`config.mk`:
```
export PLATFORM = sky130hd
export DESIGN_NAME = periodic_tap_irq
export DESIGN_NICKNAME = d
export VERILOG_FILES = /design/src/rtl/ptg_pkg.sv /design/src/rtl/ptg_prescaler.sv /design/src/rtl/ptg_tap_sel.sv /design/src/rtl/ptg_req_flag.sv /design/src/rtl/ptg_arbiter.sv /design/src/rtl/periodic_tap_irq.sv
export SDC_FILE = /design/constraint.sdc
export NUM_CORES = 1
export LEC_CHECK = 0
export BUFFER_PORTS_ARGS = -buffer_cell sky130_fd_sc_hd__buf_2
export CORE_UTILIZATION = 49
export CTS_CLUSTER_SIZE = 10
export DETAILED_ROUTE_END_ITERATION = 8
export HOLD_SLACK_MARGIN = 0.03
export PLACE_DENSITY = 0.74
export SYNTH_ARGS = -nofsm -noshare
export SYNTH_HDL_FRONTEND = slang
export SYNTH_SLANG_ARGS = --single-unit
```
`constraint.sdc`:
```
create_clock -name clk -period 1 [get_ports clk]
set_input_delay 0 -clock clk [delete_from_list [all_inputs] [get_ports clk]]
set_output_delay 0 -clock clk [all_outputs]
set_load 0.05 [all_outputs]
```
`src/rtl/ptg_pkg.sv`:
```
package ptg_pkg;

  typedef enum logic [1:0] {
    SRC_IDLE = 2'd0,
    SRC_TB   = 2'd1,
    SRC_RT   = 2'd2
  } src_e;

  function automatic int imax(input int a, input int b);
    return (a > b) ? a : b;
  endfunction

endpackage

```
`src/rtl/ptg_prescaler.sv`:
```
module ptg_prescaler #(
  parameter int CNT_W = 15
) (
  input  logic             clk,
  input  logic             rst_ni,
  output logic [CNT_W-1:0] cnt
);

  logic [CNT_W-1:0] cnt_q;
  logic [CNT_W-1:0] cnt_d;
  logic             cnt_en;

  always_comb begin
    cnt_en = 1'b1;
    cnt_d  = cnt_q + {{(CNT_W-1){1'b0}}, 1'b1};
  end

  always_ff @(posedge clk or negedge rst_ni) begin
    if (!rst_ni) begin
      cnt_q <= '0;
    end else if (cnt_en) begin
      cnt_q <= cnt_d;
    end
  end

  assign cnt = cnt_q;

endmodule

```
`src/rtl/ptg_tap_sel.sv`:
```
module ptg_tap_sel #(
  parameter int CNT_W = 15,
  parameter int BASE  = 8,
  parameter int SEL_W = 3
) (
  input  logic             clk,
  input  logic             rst_ni,
  input  logic [CNT_W-1:0] cnt,
  input  logic [SEL_W-1:0] sel,
  output logic             tick
);

  localparam int NCODE = 1 << SEL_W;
  localparam int TOP   = BASE + NCODE - 1;

  logic [NCODE-1:0] hit;

  for (genvar g = 0; g < NCODE; g++) begin : g_tap
    assign hit[g] = &cnt[BASE+g-1:0];
  end

  if (TOP < CNT_W) begin : g_spare
    logic cnt_unused_hi;
    assign cnt_unused_hi = ^cnt[CNT_W-1:TOP];
  end

  assign tick = hit[sel];

  // a tap boundary is never hit on two cycles in a row
  a_r3_tick_isolated: assert property (@(posedge clk) disable iff (!rst_ni)
    tick |=> !tick);

endmodule

```
`src/rtl/ptg_req_flag.sv`:
```
module ptg_req_flag (
  input  logic clk,
  input  logic rst_ni,
  input  logic set,
  input  logic take,
  input  logic sw_clr,
  output logic flag
);

  logic flag_q;
  logic flag_d;
  logic flag_en;

  always_comb begin
    flag_en = set | take | sw_clr;
    flag_d  = set | (flag_q & ~take & ~sw_clr);
  end

  always_ff @(posedge clk or negedge rst_ni) begin
    if (!rst_ni) begin
      flag_q <= 1'b0;
    end else if (flag_en) begin
      flag_q <= flag_d;
    end
  end

  assign flag = flag_q;

  a_r8_sticky: assert property (@(posedge clk) disable iff (!rst_ni)
    (flag && !take && !sw_clr) |=> flag);

  a_r11_drop_on_take: assert property (@(posedge clk) disable iff (!rst_ni)
    (take && !set) |=> !flag);

endmodule

```
`src/rtl/ptg_arbiter.sv`:
```
module ptg_arbiter
  import ptg_pkg::*;
#(
  parameter int                ADDR_W = 12,
  parameter logic [ADDR_W-1:0] TB_VEC = 'h010,
  parameter logic [ADDR_W-1:0] RT_VEC = 'h018
) (
  input  logic              clk,
  input  logic              rst_ni,
  input  logic              tb_req,
  input  logic              rt_req,
  input  logic              stack_full,
  output logic              take_tb,
  output logic              take_rt,
  output logic              call_stb,
  output logic [ADDR_W-1:0] call_vec
);

  src_e              grant;
  logic              stb_d;
  logic              stb_q;
  logic [ADDR_W-1:0] vec_d;
  logic [ADDR_W-1:0] vec_q;

  always_comb begin
    grant = SRC_IDLE;
    if (!stack_full) begin
      if (tb_req) begin
        grant = SRC_TB;
      end else if (rt_req) begin
        grant = SRC_RT;
      end
    end
  end

  always_comb begin
    take_tb = (grant == SRC_TB);
    take_rt = (grant == SRC_RT);
    stb_d   = (grant != SRC_IDLE);
    case (grant)
      SRC_TB:  vec_d = TB_VEC;
      SRC_RT:  vec_d = RT_VEC;
      default: vec_d = '0;
    endcase
  end

  always_ff @(posedge clk or negedge rst_ni) begin
    if (!rst_ni) begin
      stb_q <= 1'b0;
      vec_q <= '0;
    end else begin
      stb_q <= stb_d;
      vec_q <= vec_d;
    end
  end

  assign call_stb = stb_q;
  assign call_vec = vec_q;

  a_r7_no_call_when_full: assert property (@(posedge clk) disable iff (!rst_ni)
    call_stb |-> $past(!stack_full));

  a_r9_tb_first: assert property (@(posedge clk) disable iff (!rst_ni)
    (call_stb && call_vec == RT_VEC) |-> $past(!tb_req));

  a_r5_known_vec: assert property (@(posedge clk) disable iff (!rst_ni)
    call_stb |-> (call_vec == TB_VEC || call_vec == RT_VEC));

  a_r6_idle_vec: assert property (@(posedge clk) disable iff (!rst_ni)
    !call_stb |-> (call_vec == '0));

endmodule

```
`src/rtl/periodic_tap_irq.sv`:
```
module periodic_tap_irq
  import ptg_pkg::*;
#(
  parameter int                TB_BASE  = 12,
  parameter int                TB_SEL_W = 2,
  parameter int                RT_BASE  = 8,
  parameter int                RT_SEL_W = 3,
  parameter int                CTRL_W   = 8,
  parameter int                ADDR_W   = 12,
  parameter logic [ADDR_W-1:0] TB_VEC   = 'h010,
  parameter logic [ADDR_W-1:0] RT_VEC   = 'h018
) (
  input  logic                clk,
  input  logic                rst_n,
  input  logic [TB_SEL_W-1:0] tb_sel,
  input  logic                tb_ie,
  input  logic                rt_ie,
  input  logic                rt_ctrl_we,
  input  logic [CTRL_W-1:0]   rt_ctrl_wdata,
  input  logic                tb_flag_clr,
  input  logic                rt_flag_clr,
  input  logic                stack_full,
  output logic [RT_SEL_W-1:0] rt_sel,
  output logic                tb_flag,
  output logic                rt_flag,
  output logic                call_stb,
  output logic [ADDR_W-1:0]   call_vec
);

  localparam int TB_TOP = TB_BASE + (1 << TB_SEL_W) - 1;
  localparam int RT_TOP = RT_BASE + (1 << RT_SEL_W) - 1;
  localparam int CNT_W  = imax(TB_TOP, RT_TOP);

  // asynchronous assert, synchronous release
  logic [1:0] rst_sync_q;
  logic       rst_ni;

  always_ff @(posedge clk or negedge rst_n) begin
    if (!rst_n) begin
      rst_sync_q <= 2'b00;
    end else begin
      rst_sync_q <= {rst_sync_q[0], 1'b1};
    end
  end

  assign rst_ni = rst_sync_q[1];

  // real-time selection register: only the low field is kept
  logic [RT_SEL_W-1:0] rt_sel_q;
  logic [RT_SEL_W-1:0] rt_sel_d;
  logic                rt_sel_en;
  logic                ctrl_unused_hi;

  always_comb begin
    rt_sel_en = rt_ctrl_we;
    rt_sel_d  = rt_ctrl_wdata[RT_SEL_W-1:0];
  end

  assign ctrl_unused_hi = ^rt_ctrl_wdata[CTRL_W-1:RT_SEL_W];

  always_ff @(posedge clk or negedge rst_ni) begin
    if (!rst_ni) begin
      rt_sel_q <= '0;
    end else if (rt_sel_en) begin
      rt_sel_q <= rt_sel_d;
    end
  end

  assign rt_sel = rt_sel_q;

  a_r4_sel_holds: assert property (@(posedge clk) disable iff (!rst_ni)
    !rt_ctrl_we |=> $stable(rt_sel));

  // shared prescaler and the two taps
  logic [CNT_W-1:0] cnt;
  logic             tb_tick;
  logic             rt_tick;

  ptg_prescaler #(.CNT_W(CNT_W)) u_pre (
    .clk    (clk),
    .rst_ni (rst_ni),
    .cnt    (cnt)
  );

  ptg_tap_sel #(.CNT_W(CNT_W), .BASE(TB_BASE), .SEL_W(TB_SEL_W)) u_tb_tap (
    .clk    (clk),
    .rst_ni (rst_ni),
    .cnt    (cnt),
    .sel    (tb_sel),
    .tick   (tb_tick)
  );

  ptg_tap_sel #(.CNT_W(CNT_W), .BASE(RT_BASE), .SEL_W(RT_SEL_W)) u_rt_tap (
    .clk    (clk),
    .rst_ni (rst_ni),
    .cnt    (cnt),
    .sel    (rt_sel_q),
    .tick   (rt_tick)
  );

  // pending flags
  logic take_tb;
  logic take_rt;

  ptg_req_flag u_tb_flag (
    .clk    (clk),
    .rst_ni (rst_ni),
    .set    (tb_tick),
    .take   (take_tb),
    .sw_clr (tb_flag_clr),
    .flag   (tb_flag)
  );

  ptg_req_flag u_rt_flag (
    .clk    (clk),
    .rst_ni (rst_ni),
    .set    (rt_tick),
    .take   (take_rt),
    .sw_clr (rt_flag_clr),
    .flag   (rt_flag)
  );

  // call issue
  ptg_arbiter #(.ADDR_W(ADDR_W), .TB_VEC(TB_VEC), .RT_VEC(RT_VEC)) u_arb (
    .clk        (clk),
    .rst_ni     (rst_ni),
    .tb_req     (tb_flag & tb_ie),
    .rt_req     (rt_flag & rt_ie),
    .stack_full (stack_full),
    .take_tb    (take_tb),
    .take_rt    (take_rt),
    .call_stb   (call_stb),
    .call_vec   (call_vec)
  );

endmodule

```
==> flow_metrics.py <==
metrics = {
    "clock_tree": {
        "clk_latency_ns": 0.31,
        "cts_max_path_buffers": 2,
        "cts_num_sinks": 25,
        "cts_tree": "built",
        "clockRootBuffer": "clkbuf_4",
        "cts_htree_levels": 1,
        "numCtsBuffers": 3,
        "cts.clk_slew.worst_paths_ns": 0.12,
    },
    "timing": {
        "finClkSkew_ns": 0.000829,
        "hold_viol": 0,
        "rsz0062_at_grt": "yes",
        "period_share": 1.41,
        "fmax_mhz": 709,
        "slew_violations": 0,
        "setup_viol": 12,
        "min_period_ns": 1.41,
        "setup_slack_ns": -0.410,
    },
    "worst_setup_path": {
        "regToRegEndpoint": "u_rt_flag.flag",
        "cp.arrival_ns": 1.60,
        "worstPathRequired_ns": 1.19,
        "crit_type": "flip-flop to flip-flop",
        "regToRegStartpoint": "u_pre.cnt[1]",
        "rrSetupSlack_ns": -0.41,
        "r2r_cells": 8,
        "crit_start": "u_pre.cnt[1]",
        "critPathLaunchType": "flip-flop",
        "end_kind": "flip-flop",
        "critPathMaxFanout": 2,
    },
    "hold_path": {
        "worst_hold_startpoint": "tb_sel[1]",
        "worst_hold_path.endpoint": "u_tb_flag.flag",
        "hold_path.class": "input port to flip-flop",
        "whs_path_depth": 3,
    },
    "pwr": {
        "vdd_ir_drop_max_mv": 1.34,
        "power.density_nw_per_um2": 1080,
        "p_leak_nw": 0.865,
    },
    "global_route": {
        "grt_pass1_wl_um": 3730,
        "grt_max_degree": 24,
        "grt_overflow": 0,
        "grt_usage": 0.200,
        "grt_pass1_vias": 887,
        "antenna_found_initial": 0,
    },
    "synthesis": {
        "yosysUniqueCellTypes": 29,
        "syn_inst": 104,
        "yosys.area_share.simple": 0.151,
        "synth_compound_area_frac": 0.0845,
        "seq_area_frac_synth": 0.542,
        "syn_area_um2": 1150,
        "ys_ff_latch": 25,
        "synth_top_family_by_area": "simple AND/OR/NAND/NOR gates",
        "yosysWarnings": 0,
        "synthAdderAreaFrac": 0.0217,
        "synth_xor_area_frac": 0.0910,
        "synth_area_per_cell_um2": 11.1,
        "synth_mux_area_frac": 0.00975,
    },
    "drt": {
        "drtIter0Drc": 13,
        "routed_wl_um": 2590,
        "dr.pass1.iters": 4,
        "vias": 913,
        "route.detailed.drc": 0,
        "ant_nets": 0,
        "via_per_inst": 4.81,
        "wl_per_cell_um": 13.6,
    },
    "placement": {
        "hpwl_um": 1590,
        "io_buffers": 20,
        "place_inst": 174,
        "post_dp_cell_area_um2": 1470,
        "gp_congestion": 0.841,
    },
    "finish": {
        "final_area_um2": 1710,
        "nNetsFinal": 183,
        "antenna_cells": 0,
        "stdcell_count": 190,
        "post-route-util": 0.771,
        "layout-drive-gt1-share": 0.432,
        "syn_to_final_growth_pct": 47.8,
    },
    "floorplan": {
        "die_area_um2": 2550,
        "die_x_um": 50.5,
        "std_cell_rows": 17,
        "io_pins": 36,
        "die-height_um": 50.5,
        "initial_core_util": 0.522,
        "core_um2": 2210,
    },
    "status": {
        "violations": "setup timing",
        "status": "finished, violations left",
    },
    "job": {
        "maxCapViolCount": 0,
    },
}
Yosys cell counts, drive strengths merged:
cell,number,area (um2)
nor2,5,18.8
o2111a,1,11.3
o21ai,4,20.0
inv,9,33.8
conb,2,7.51
mux2,1,11.3
o31ai,1,7.51
o21bai,1,7.51
nor2b,1,6.26
buf,10,75.1
nand2,7,26.3
nor3b,1,7.51
a31oi,1,6.26
nor3,2,26.3
a21oi,4,20.0
xnor2,7,61.3
xor2,5,43.8
o32ai,1,8.76
a32o,1,10.0
nand2b,1,6.26
dfrtp,25,626
o22ai,1,6.26
nand3,5,30.0
and3,3,18.8
nand4,3,33.8
ha,2,25.0
power by group:
part           internal [W]  switching (W)  leakage, nW
clock network      0.000156       0.000272       0.0150
registers           0.00104      0.0000235        0.324
logic              0.000121       0.000236        0.526
metrics by stage:
stage	power [W]	worst slack [ns]	TNS [ns]	hold slack, ns
after detailed placement	0.00137	-0.427	-2.61	-0.209
after global routing	0.00193	-0.492	-3.63	0.0565
after CTS	0.00183	-0.450	-2.93	0.0708
after floorplan	0.00131	-0.400	-1.42	-0.296
after global placement	0.00136	-0.358	-2.27	-0.215
final	0.00184	-0.410	-2.79	0.0699
cells in the final DEF (no fill, tap or decap), types with 2 or more instances in the layout:
master and instances:
nor3_4 2, dlygate4sd3_1 11, dfrtp_2 3, nand2_1 6, nand4_1 2, o21ai_0 4
dfrtp_1 22, nand3_2 4, xnor2_1 7, xor2_1 4, conb_1 11, nor2_4 3
a21oi_1 3, buf_2 15, and3_4 2, buf_6 4, ha_4 2, clkbuf_4 4
nor2_1 2, buf_4 23, inv_1 8
area by class of cell:
| cell class | instances | area [um2] |
|---|---|---|
| Clock buffer | 4 | 26.3 |
| Tap cell | 28 | 35.0 |
| Timing Repair Buffer | 55 | 425 |
| Inverter | 9 | 33.8 |
| Sequential cell | 25 | 629 |
| Multi-Input combinational cell | 69 | 557 |
| Fill cell | 144 | 505 |
worst max-delay path by stage:
stage | endpoint | cells after the start | slack (ns)
after floorplan | u_rt_flag.flag | 8 | -0.40
after global placement | u_rt_flag.flag | 8 | -0.36
after detailed placement | u_rt_flag.flag | 8 | -0.43
after CTS | u_rt_flag.flag | 8 | -0.45
after global routing | u_rt_flag.flag | 8 | -0.49
final | u_rt_flag.flag | 8 | -0.41
flip-flops by register name, summed over array words and instances (netlist names):
name	count
rt_sel	3
u_arb.call_vec	2
u_pre.cnt	15
u_rt_flag.flag	1
rst_sync_q	2
u_arb.call_stb	1
u_tb_flag.flag	1
metal layers:
metal	track usage	wire length (um)	part of all wire	vias up
li1	-	-	-	441
met1	0.236	998	0.39	446
met2	0.376	1470	0.57	22
met3	0.0545	94	0.036	4
met4	0.0139	26	0.010	0
met5	0	0	0	-
critical path: stages, from the launching register on:
cell and delay [ns]:
dfrtp_1 0.43, ha_4 0.18, nand4_4 0.08, nor2_4 0.05, ha_4 0.15, inv_2 0.05, a21oi_2 0.05, o31ai_2 0.18
o32ai_1 0.12
repair_timing:
action	in CTS	in global routing
hold buffers	11	0
endpoints found under the setup margin	14	18
resized for setup	11	16
buffers inserted	1	4
hold endpoints to repair	10	0
pin swaps	8	5
cell families after synthesis:
group	Yosys count
simple gates	28
flops	25
buf+inv	19
compound gates	15
xor+xnor	12
fa+ha+maj	2
other cells	2
mux	1
(Power assumes the default switching activity.)
